### src/rtl/wake_pkg.sv
`timescale 1ns/1ps
package wake_pkg;

    localparam int WORD_W   = 32;
    localparam int STRAP_W  = 4;
    localparam int MODE_W   = 3;

    localparam int BIT_INIT = 2;
    localparam int BIT_REQ  = 3;

    typedef enum logic [MODE_W-1:0] {
        PM_NONE       = 3'b000,
        PM_CORE_DOWN  = 3'b001,
        PM_RADIO_DOWN = 3'b010,
        PM_ERROR      = 3'b011
    } pmode_t;

    typedef enum logic [1:0] {
        CORE_ASLEEP,
        CORE_WAKING,
        CORE_AWAKE,
        CORE_SLEEPING
    } core_state_t;

    // Status word layout, most significant field first.
    typedef struct packed {
        logic [3:0]         pad_hi;     // 31:28
        logic               radio_kill; // 27
        pmode_t             mode;       // 26:24
        logic [13:0]        pad_mid;    // 23:10
        logic [STRAP_W-1:0] strap;      // 9:6
        logic               pad_b5;     // 5
        logic               to_sleep;   // 4
        logic               wake_req;   // 3
        logic               init_done;  // 2
        logic               pad_b1;     // 1
        logic               clk_ready;  // 0
    } status_t;

    function automatic pmode_t pick_mode(input logic req, input logic init,
                                         input logic rkill, input logic ready);
        if (req && !init)  return PM_ERROR;
        else if (rkill)    return PM_RADIO_DOWN;
        else if (!ready)   return PM_CORE_DOWN;
        else               return PM_NONE;
    endfunction

    function automatic status_t pack_status(input logic ready, input logic init,
                                            input logic req, input logic sleepy,
                                            input logic [STRAP_W-1:0] strap,
                                            input logic rkill, input pmode_t mode);
        status_t s;
        s            = '0;
        s.clk_ready  = ready;
        s.init_done  = init;
        s.wake_req   = req;
        s.to_sleep   = sleepy;
        s.strap      = strap;
        s.mode       = mode;
        s.radio_kill = rkill;
        return s;
    endfunction

endpackage

### src/rtl/wake_pin_sync.sv
`timescale 1ns/1ps
module wake_pin_sync #(
    parameter int W      = 5,
    parameter int STAGES = 2
) (
    input  logic         clk,
    input  logic         rst,
    input  logic [W-1:0] pin_i,
    output logic [W-1:0] pin_o
);
    logic [W-1:0] stage_q [STAGES];

    always_ff @(posedge clk) begin
        if (rst) stage_q[0] <= '0;
        else     stage_q[0] <= pin_i;
    end

    for (genvar g = 1; g < STAGES; g++) begin : g_stage
        always_ff @(posedge clk) begin
            if (rst) stage_q[g] <= '0;
            else     stage_q[g] <= stage_q[g-1];
        end
    end

    assign pin_o = stage_q[STAGES-1];
endmodule

### src/rtl/wake_host_regs.sv
`timescale 1ns/1ps
module wake_host_regs (
    input  logic clk,
    input  logic rst,
    input  logic sw_reset_i,
    input  logic wr_en_i,
    input  logic wr_init_i,
    input  logic wr_req_i,
    output logic init_q,
    output logic req_q
);
    always_ff @(posedge clk) begin
        if (rst || sw_reset_i) begin
            init_q <= 1'b0;
            req_q  <= 1'b0;
        end else if (wr_en_i) begin
            init_q <= wr_init_i;
            req_q  <= wr_req_i;
        end
    end
endmodule

### src/rtl/wake_core_model.sv
`timescale 1ns/1ps
module wake_core_model
    import wake_pkg::*;
#(
    parameter int WAKE_DLY  = 8,
    parameter int SLEEP_DLY = 4
) (
    input  logic clk,
    input  logic rst,
    input  logic sw_reset_i,
    input  logic demand_i,
    output logic clk_ready_o,
    output logic to_sleep_o
);
    localparam int MAX_DLY = (WAKE_DLY > SLEEP_DLY) ? WAKE_DLY : SLEEP_DLY;
    localparam int CNT_W   = $clog2(MAX_DLY + 1);
    localparam logic [CNT_W-1:0] WAKE_LOAD  = CNT_W'(WAKE_DLY - 1);
    localparam logic [CNT_W-1:0] SLEEP_LOAD = CNT_W'(SLEEP_DLY - 1);

    core_state_t      state_q;
    logic [CNT_W-1:0] cnt_q;

    always_ff @(posedge clk) begin
        if (rst || sw_reset_i) begin
            state_q <= CORE_ASLEEP;
            cnt_q   <= '0;
        end else begin
            case (state_q)
                CORE_ASLEEP: if (demand_i) begin
                    state_q <= CORE_WAKING;
                    cnt_q   <= WAKE_LOAD;
                end
                CORE_WAKING: begin
                    if (!demand_i)          state_q <= CORE_ASLEEP;
                    else if (cnt_q == '0)   state_q <= CORE_AWAKE;
                    else                    cnt_q   <= cnt_q - 1'b1;
                end
                CORE_AWAKE: if (!demand_i) begin
                    state_q <= CORE_SLEEPING;
                    cnt_q   <= SLEEP_LOAD;
                end
                CORE_SLEEPING: begin
                    if (cnt_q == '0) state_q <= CORE_ASLEEP;
                    else             cnt_q   <= cnt_q - 1'b1;
                end
                default: state_q <= CORE_ASLEEP;
            endcase
        end
    end

    assign clk_ready_o = (state_q == CORE_AWAKE) || (state_q == CORE_SLEEPING);
    assign to_sleep_o  = (state_q == CORE_SLEEPING);
endmodule

### src/rtl/wake_ctrl.sv
`timescale 1ns/1ps
module wake_ctrl
    import wake_pkg::*;
#(
    parameter int WAKE_DLY    = 8,
    parameter int SLEEP_DLY   = 4,
    parameter int SYNC_STAGES = 2
) (
    input  logic               clk,
    input  logic               rst,
    input  logic               sw_reset_i,
    input  logic               wr_en_i,
    input  logic [WORD_W-1:0]  wr_data_i,
    output logic [WORD_W-1:0]  rd_data_o,
    output logic               grant_o,
    input  logic [STRAP_W-1:0] board_cfg_i,
    input  logic               rfkill_i
);
    localparam int PIN_W = STRAP_W + 1;

    logic init_q, req_q;
    logic ready, sleepy;
    logic [PIN_W-1:0] pins_s;
    logic wr_unused;
    status_t status;

    assign wr_unused = ^{wr_data_i[WORD_W-1:BIT_REQ+1], wr_data_i[BIT_INIT-1:0]};

    wake_host_regs u_regs (
        .clk       (clk),
        .rst       (rst),
        .sw_reset_i(sw_reset_i),
        .wr_en_i   (wr_en_i),
        .wr_init_i (wr_data_i[BIT_INIT]),
        .wr_req_i  (wr_data_i[BIT_REQ]),
        .init_q    (init_q),
        .req_q     (req_q)
    );

    wake_core_model #(
        .WAKE_DLY (WAKE_DLY),
        .SLEEP_DLY(SLEEP_DLY)
    ) u_core (
        .clk        (clk),
        .rst        (rst),
        .sw_reset_i (sw_reset_i),
        .demand_i   (init_q && req_q),
        .clk_ready_o(ready),
        .to_sleep_o (sleepy)
    );

    wake_pin_sync #(
        .W     (PIN_W),
        .STAGES(SYNC_STAGES)
    ) u_sync (
        .clk  (clk),
        .rst  (rst),
        .pin_i({rfkill_i, board_cfg_i}),
        .pin_o(pins_s)
    );

    always_comb begin
        status = pack_status(ready, init_q, req_q, sleepy,
                             pins_s[STRAP_W-1:0], pins_s[STRAP_W],
                             pick_mode(req_q, init_q, pins_s[STRAP_W], ready));
    end

    assign rd_data_o = status;
    assign grant_o   = req_q && ready && !sleepy;
endmodule

### config.mk
export PLATFORM = sky130hd
export DESIGN_NAME = wake_ctrl
export DESIGN_NICKNAME = d
export VERILOG_FILES = /design/src/rtl/wake_pkg.sv /design/src/rtl/wake_pin_sync.sv /design/src/rtl/wake_host_regs.sv /design/src/rtl/wake_core_model.sv /design/src/rtl/wake_ctrl.sv
export SDC_FILE = /design/constraint.sdc
export NUM_CORES = 1
export LEC_CHECK = 0
export BUFFER_PORTS_ARGS = -buffer_cell sky130_fd_sc_hd__buf_4
export CAP_MARGIN = 20
export CORE_ASPECT_RATIO = 0.6
export CORE_UTILIZATION = 39
export CTS_BUF_LIST = sky130_fd_sc_hd__clkbuf_8
export DETAILED_ROUTE_END_ITERATION = 8
export MAX_ROUTING_LAYER = met4
export PLACE_DENSITY = 0.89
export SLEW_MARGIN = 20
export SYNTH_ARGS = -nofsm -noshare
export SYNTH_HDL_FRONTEND = slang
export SYNTH_HIERARCHICAL = 1
export SYNTH_SLANG_ARGS = --single-unit
### constraint.sdc
create_clock -name clk -period 1.6 [get_ports clk]
set_input_delay 0.24 -clock clk [delete_from_list [all_inputs] [get_ports clk]]
set_output_delay 0.24 -clock clk [all_outputs]
set_load 0.005 [all_outputs]
==> flow_summary.yaml, run 1 <==
critical_path:
  slowest_delay_ps: 370
  start_kind: "register"
  required_ps: 1750
  crit_chain: "inv_1 -> ha_1 -> and4bb_4 -> nor3_4 -> nor2_1 -> a311oi_1"
  crit_type: "reg2reg"
  cp_slowest_cell: "dfxtp_1"
  crit_arrival_ps: 1630
  cp-end-kind: "register"
  cp_max_fo: 4
yosys:
  ys_types: 30
  synth_most_common_cell: "buf_4"
  syn_avg_cell_area_um2: 9.31
  yosysSeqAreaShare: 0.399
  synth_area_um2: 903
  synthSimpleGateAreaFrac: 0.248
  synth.area.top_cells: "dfxtp_1 (40%), buf_4 (21%), nor2b_1 (6.9%), nor2_1 (2.5%), mux2i_1 (2.2%)"
  synth_compound_area_frac: 0.0637
  synth_top_family_by_area: "simple AND/OR/NAND/NOR gates"
  synthCells: 97
  synth_seq_cells: 18
  synthAdderAreaFrac: 0.0139
  synth_xor_area_frac: 0
  synth_edf_count: 0
  synthArstFlopShare: 0
  yosysTopAreaCellShare: 0.399
  synth_common_cells: "buf_4 (25), dfxtp_1 (18), nor2b_1 (10)"
  yosysWarningCount: 6
  synth_largest_area_cell: "dfxtp_1"
  synth_mux_area_frac: 0.0346
  ys.flop_type: "dfxtp_1"
cells_and_area:
  seq_area_um2: 360
  multi_input_area_um2: 404
  layout.nets: 159
  design_area_um2: 1040
  area_growth_syn_to_layout_pct: 14.8
  diodes: 0
  drive_gt1_frac: 0.284
  fillers: 219
  fin_util: 0.476
clocking:
  cts_buffers: 3
  cts_tree: "done"
  insertion_delay_ps: 250
  h-tree-depth: 1
  numClockSinks: 18
  clockBufferDepth: 2
  ctsHoldBuffers: 0
  cts_root_buf: "clkbuf_8"
  clk_pin_slew_ps: 60
  ctsResizeCount: 0
timing:
  hold_slack_ps: 172
  finalCritPeriodShare: 0.926
  finalMaxSlewViolations: 0
  skew_ps: 1.23
  setup_viol: 0
  max_freq_mhz: 675
  final.setup.tns_ps: 0
  period_needed_ps: 1480
  hold_violations: 0
placed_design:
  port-buffer-count: 22
  gp_congestion: 0.799
  dp_hpwl_mm: 1.10
  placed_cell_area_um2: 975
global_routing:
  grt_overflow_total: 0
  antenna_found_initial: 0
  grt.total_usage: 0.119
  grt_pass1_wl_mm: 2.08
  grt_pass1_vias: 464
  grt_max_degree: 14
floorplanning:
  num_rows: 13
  die_w_um: 64.1
  die_height_um: 39.3
  io_pins: 74
  coreArea_um2: 2180
  start_util: 0.414
  dieArea_um2: 2520
power_and_ir_drop:
  power.total_mw: 0.893
  vdd_drop_max_mv: 0.467
  p_leak_nw: 0.457
  power.density_nw_per_um2: 861
detailed_routing:
  drt-vias-per-instance: 4.26
  routed_wl_mm: 1.42
  drt_first_pass_iters: 4
  vias: 622
  drc: 0
  ant_nets: 0
  routedWlPerCell_um: 9.72
  drt_iter0_markers: 12
hold_path:
  hp-class: "in2reg"
run:
  drv_cap: 0
run_status:
  status: "complete, no violations"
==> stage by stage <==
step / setup WS, ps / instances
final: 118 / 146
after global routing: -5.89 / 146
after CTS: 48.0 / 145
after detailed placement: 63.2 / 141
after global placement: 151 / 141
after floorplan: 232 / 117
==> sequential cells by signal (all words and copies together), names as in the netlist, named ones only <==
name            flops
u_core/cnt_q        4
u_regs/req_q        1
u_core/state_q      1
u_sync/stage_q     10
u_regs/init_q       1
==> cell usage in the layout, fill, tap and decap left out, types with 2 or more instances in the layout <==
master    Yosys  final
a31oi_1       2      2
buf_4        25     23
clkbuf_8      0      4
conb_1        1     21
dfxtp_1      18     18
inv_1         2      2
mux2i_1       2      2
nand2_1       3      3
nand2b_1      3      3
nand4b_1      2      2
nor2_1        6      6
nor2b_1      10     10
nor3_1        3      3
o21ai_0       3      3
==> logic make-up (layout without fill, tap and decap cells) <==
group           after synthesis  in the layout
other cells                   1             21
buf+inv                      30             29
mux                           3              3
compound gates                9              9
fa+ha+maj                     1              1
flops                        18             18
simple gates                 35             35
==> where the power goes <==
group          switching, mW  internal [mW]  total, mW
registers            0.00490          0.462      0.467
clock network          0.138          0.218      0.356
logic                 0.0326         0.0380     0.0706
==> routing by layer <==
metal	vias to the layer above	part of all wire	routed length, µm	GRT usage
met5	-	0	0	-
met1	285	0.43	609	0.141
met2	24	0.49	696	0.189
li1	313	-	-	-
met4	0	0	0	0.0333
met3	0	0.080	114	0.0523
==> worst max-delay path, delay by kind of cell, from the launching register on <==
kind	cells	cell delay [ps]
AO/OA/AOI/OAI	1	250
flip-flops	1	370
adder cells (fa/ha/maj)	1	230
buffers and inverters	1	60
AND/OR/NAND/NOR	3	480
==> path summary, 6_finish.rpt <==
kind,slack [ps],depth (start not counted),to,start
worst min register to register,440,1,u_sync/stage_q[1][1],u_sync/stage_q[0][1]
worst min-delay path,170,2,u_regs/init_q,sw_reset_i
worst max register to register,120,6,u_core/cnt_q[1],u_core/cnt_q[0]
worst max-delay path,120,6,u_core/cnt_q[1],u_core/cnt_q[0]
==> layout make-up <==
type,instances,area share
clock buffer,4,0.0531
tap,30,0.0362
multi-input combinational,69,0.390
inverter,2,0.00724
timing repair buffer,23,0.166
sequential,18,0.347
==> timing repair <==
item,in CTS,in global routing
hold endpoints to repair,0,0
buffers inserted,0,1
setup endpoints to repair,0,1
No activity file was read; power rests on OpenSTA's default activity.
==> run 2: changes to the inputs <==
--- a/config.mk
+++ b/config.mk
@@ -8,11 +8,10 @@
 export BUFFER_PORTS_ARGS = -buffer_cell sky130_fd_sc_hd__buf_4
 export CAP_MARGIN = 20
 export CORE_ASPECT_RATIO = 0.6
-export CORE_UTILIZATION = 39
-export CTS_BUF_LIST = sky130_fd_sc_hd__clkbuf_8
+export CORE_UTILIZATION = 38
 export DETAILED_ROUTE_END_ITERATION = 8
 export MAX_ROUTING_LAYER = met4
-export PLACE_DENSITY = 0.89
+export PLACE_DENSITY = 0.87
 export SLEW_MARGIN = 20
 export SYNTH_ARGS = -nofsm -noshare
 export SYNTH_HDL_FRONTEND = slang
==> flow_summary.yaml, run 2 (synthesis results as in run 1) <==
floorplanning:
  io_pins: 74
  coreArea_um2: 2210
  dieArea_um2: 2580
  start_util: 0.408
  die_height_um: 39.8
  die_w_um: 64.9
  num_rows: 13
timing:
  finalCritPeriodShare: 0.930
  period_needed_ps: 1490
  finalMaxSlewViolations: 0
  hold_slack_ps: 171
  hold_violations: 0
  final.setup.tns_ps: 0
  rsz0062_at_grt: "no"
  setup_viol: 0
  skew_ps: 8.22
  max_freq_mhz: 672
placed_design:
  gp_congestion: 0.769
  port-buffer-count: 22
  dp_hpwl_mm: 1.26
  placed_cells: 142
global_routing:
  grt_pass1_vias: 459
  grt_overflow_total: 0
  grt_max_degree: 14
  antenna_found_initial: 0
  grt_pass1_wl_mm: 2.10
  grt.total_usage: 0.120
cells_and_area:
  diodes: 0
  regMostFlops: "u_sync/stage_q"
  layout.nets: 159
  fillers: 209
  top_regs: "u_sync/stage_q (10), u_core/cnt_q (4)"
  mostFrequentLayoutCells: "buf_4 (23), conb_1 (21), dfxtp_1 (18), nor2b_1 (10), nor2_1 (6)"
  area_growth_syn_to_layout_pct: 13.3
  largest_reg_flops: 10
  fin_util: 0.463
  drive_gt1_frac: 0.278
  instances_no_fill: 145
  final_common_cell: "buf_4"
critical_path:
  r2r_cells: 6
  slowest_delay_ps: 370
  start_kind: "register"
  cp_slowest_cell: "dfxtp_1"
  worst-path-buf-inv: 1
  r2r-end: "u_core/cnt_q[1]"
  cp_max_fo: 5
  crit_arrival_ps: 1640
  r2r_setup_slack_ps: 110
  crit_family: "simple AND/OR/NAND/NOR gates"
  r2r_start: "u_core/cnt_q[0]"
  crit_chain: "inv_1 -> ha_1 -> and4bb_4 -> nor3_4 -> nor2_1 -> a311oi_1"
  crit_type: "reg2reg"
  cp-end-kind: "register"
  required_ps: 1760
hold_path:
  hp-class: "in2reg"
  worstHoldPathCells: 2
  hold_path_end: "u_regs/req_q"
  min_from: "sw_reset_i"
power_and_ir_drop:
  p_leak_nw: 0.450
  power.total_mw: 0.848
  power.density_nw_per_um2: 829
  vdd_drop_max_mv: 0.384
clocking:
  insertion_delay_ps: 250
  cts_tree: "done"
  clk_pin_slew_ps: 70
  numClockSinks: 18
  clockBufferDepth: 2
  h-tree-depth: 1
  post_cts_buffers: 0
  ctsHoldBuffers: 0
  ctsResizeCount: 0
  cts_root_buf: "clkbuf_8"
  cts_buffers: 3
detailed_routing:
  drt_iter0_markers: 35
  drc: 0
  ant_nets: 0
  drt_first_pass_iters: 4
  vias: 652
  routed_wl_mm: 1.64
  routedWlPerCell_um: 11.3
  drt-vias-per-instance: 4.50
run:
  drv_cap: 0
run_status:
  status: "complete, no violations"
==> run 2: cell types whose count changed in the layout (fill, tap and decap cells not counted) <==
cell / before / now
clkbuf_8: 4 / 3
==> run 2: final cells by class <==
class | count | area, µm² | area share
flip-flops and latches | 18 | 360 | 0.352
multi-input cells | 69 | 404 | 0.395
inverters | 2 | 7.51 | 0.00733
clock buffers | 3 | 41.3 | 0.0403
well taps | 30 | 37.5 | 0.0367
repair buffers | 23 | 173 | 0.169
==> run 2: layer usage <==
layer | global-route usage | vias to the layer above | part of all wire
met3 | 0.0465 | 2 | 0.061
met5 | - | - | 0
met4 | 0.0611 | 0 | 0.012
met2 | 0.164 | 29 | 0.46
li1 | - | 313 | -
met1 | 0.154 | 308 | 0.46
==> run 2: worst max-delay path by stage <==
stage | startpoint | end | slack [ps] | cells past startpoint
detailed placement | u_core/cnt_q[0] | u_core/cnt_q[1] | 90 | 6
global placement | u_core/cnt_q[0] | u_core/cnt_q[1] | 160 | 6
global route | u_core/cnt_q[0] | u_core/cnt_q[1] | 40 | 6
finish | u_core/cnt_q[0] | u_core/cnt_q[1] | 110 | 6
CTS | u_core/cnt_q[0] | u_core/cnt_q[1] | 70 | 6
floorplan | u_core/cnt_q[0] | u_core/cnt_q[1] | 230 | 6
==> run 2: worst register-to-register path: stages (launching register included) <==
cell and delay, ps:
dfxtp_1 370, inv_1 60, ha_1 230, and4bb_4 230, nor3_4 210, nor2_1 70
a311oi_1 240
==> run 2: power by group <==
group          leakage [nW]  switching (mW)  internal [mW]  total [mW]
clock network        0.0216           0.140          0.167       0.307
logic                 0.281          0.0356         0.0390      0.0745
registers             0.147         0.00462          0.462       0.466
total                 0.450           0.180          0.668       0.848
==> run 2: metrics by stage <==
| step | instance area [µm²] | worst slack [ps] |
|---|---|---|
| 2_1_floorplan | 978 | 232 |
| 3_3_place_gp | 982 | 158 |
| 3_5_place_dp | 982 | 94.4 |
| 4_1_cts | 1020 | 70.9 |
| 5_1_grt | 1020 | 35.2 |
| 6_report | 1020 | 112 |
==> run 3: changes to the inputs <==
--- a/config.mk
+++ b/config.mk
@@ -12,6 +12,7 @@
 export DETAILED_ROUTE_END_ITERATION = 8
 export MAX_ROUTING_LAYER = met4
 export PLACE_DENSITY = 0.87
+export REMOVE_ABC_BUFFERS = 1
 export SLEW_MARGIN = 20
 export SYNTH_ARGS = -nofsm -noshare
 export SYNTH_HDL_FRONTEND = slang
==> flow_summary.yaml, run 3 (synthesis results as in run 1) <==
critical_path:
  r2r_setup_slack_ps: 140
  r2r_cells: 6
  required_ps: 1770
  cp-end-kind: "register"
  cp_slowest_cell: "dfxtp_1"
  slowest_delay_ps: 370
  crit_chain: "inv_1 -> ha_1 -> and4bb_4 -> nor3_4 -> nor2_1 -> a311oi_1"
  cp_max_fo: 5
  r2r-end: "u_core/cnt_q[1]"
  crit_arrival_ps: 1630
  start_kind: "register"
  crit_type: "reg2reg"
  r2r_start: "u_core/cnt_q[0]"
cells_and_area:
  final_common_cell: "buf_4"
  area_growth_syn_to_layout_pct: 12.5
  regMostFlops: "u_sync/stage_q"
  fillers: 206
  drive_gt1_frac: 0.272
  multi_input_area_um2: 404
  instances_no_fill: 144
  layout.nets: 158
  diodes: 0
  seq_area_um2: 360
  largest_reg_flops: 10
  mostFrequentLayoutCells: "buf_4 (22), conb_1 (21), dfxtp_1 (18), nor2b_1 (10), nor2_1 (6)"
  top_regs: "u_sync/stage_q (10), u_core/cnt_q (4)"
hold_path:
  hp-class: "in2reg"
  worstHoldPathCells: 2
  hold_path_end: "u_regs/req_q"
  min_from: "sw_reset_i"
global_routing:
  grt_pass1_wl_mm: 2.28
  grt_max_degree: 14
  antenna_found_initial: 0
  grt.total_usage: 0.125
  grt_pass1_vias: 514
  grt_overflow_total: 0
detailed_routing:
  drc: 0
  ant_nets: 0
  drt_first_pass_iters: 4
  drt_iter0_markers: 61
  vias: 626
  drt-vias-per-instance: 4.35
  routed_wl_mm: 1.62
  routedWlPerCell_um: 11.2
timing:
  max_freq_mhz: 684
  setup_ws_ps: 138
  setup_viol: 0
  finalMaxSlewViolations: 0
  skew_ps: 6.05
  period_needed_ps: 1460
  hold_violations: 0
  rsz0062_at_grt: "no"
  final.setup.tns_ps: 0
  finalCritPeriodShare: 0.914
run:
  drv_cap: 0
placed_design:
  gp_congestion: 0.734
  placed_cells: 141
  dp_slack_ps: 104
  dp_hpwl_mm: 1.28
  port-buffer-count: 22
clocking:
  h-tree-depth: 1
  insertion_delay_ps: 250
  cts_buffers: 3
  ctsHoldBuffers: 0
  clk_pin_slew_ps: 70
  clockBufferDepth: 2
  cts_root_buf: "clkbuf_8"
  numClockSinks: 18
  cts_tree: "done"
  post_cts_buffers: 0
floorplanning:
  die_height_um: 39.8
  dieArea_um2: 2580
  die_w_um: 64.9
  start_util: 0.408
  coreArea_um2: 2210
  num_rows: 13
  io_pins: 74
power_and_ir_drop:
  power.total_mw: 0.846
  vdd_drop_max_mv: 0.245
  p_leak_nw: 0.444
  power.density_nw_per_um2: 832
run_status:
  status: "complete, no violations"
==> run 3: worst max-delay path by stage <==
stage                            to  cells after the start  slack, ps       startpoint
detailed placement  u_core/cnt_q[1]                      6        100  u_core/cnt_q[0]
global placement    u_core/cnt_q[1]                      6        160  u_core/cnt_q[0]
finish              u_core/cnt_q[1]                      6        140  u_core/cnt_q[0]
global route        u_core/cnt_q[1]                      6         20  u_core/cnt_q[0]
CTS                 u_core/cnt_q[1]                      6        100  u_core/cnt_q[0]
floorplan           u_core/cnt_q[1]                      6        230  u_core/cnt_q[0]
==> run 3: layer usage <==
| metal | GRT usage | vias to the layer above | wire (µm) |
|---|---|---|---|
| li1 | - | 310 | - |
| met5 | - | - | 0 |
| met2 | 0.206 | 21 | 849 |
| met4 | 0.0722 | 0 | 18 |
| met1 | 0.146 | 293 | 708 |
| met3 | 0.0262 | 2 | 41 |
==> run 3: through the flow <==
stage	hold WS [ps]	util	area [µm²]
floorplan	312	-	772
global route	161	0.459	1020
global placement	423	0.441	975
finish	168	0.459	1020
CTS	162	0.459	1020
detailed placement	428	0.441	975
==> run 3: timing repair <==
item / CTS / global route
gates resized for setup: 0 / 0
setup endpoints to repair: 0 / 1
endpoints found under the hold margin: 0 / 0
==> run 3: layout make-up <==
cell class / count / area share
multi-input combinational: 69 / 0.398
sequential: 18 / 0.355
clock buffer: 3 / 0.0406
inverter: 2 / 0.00739
tap: 30 / 0.0369
timing repair buffer: 22 / 0.163
==> run 3: power by group <==
| group | switching [mW] | internal [mW] | total [mW] |
|---|---|---|---|
| registers | 0.00531 | 0.462 | 0.467 |
| logic | 0.0345 | 0.0379 | 0.0724 |
| clock network | 0.139 | 0.167 | 0.306 |
| total | 0.179 | 0.666 | 0.846 |
==> run 3: critical path: cells and delay by family (launching register included) <==
kind	cells	cell delay (ps)
buffers and inverters	1	60
AND/OR/NAND/NOR	3	500
AO/OA/AOI/OAI	1	220
adder cells (fa/ha/maj)	1	230
flip-flops	1	370
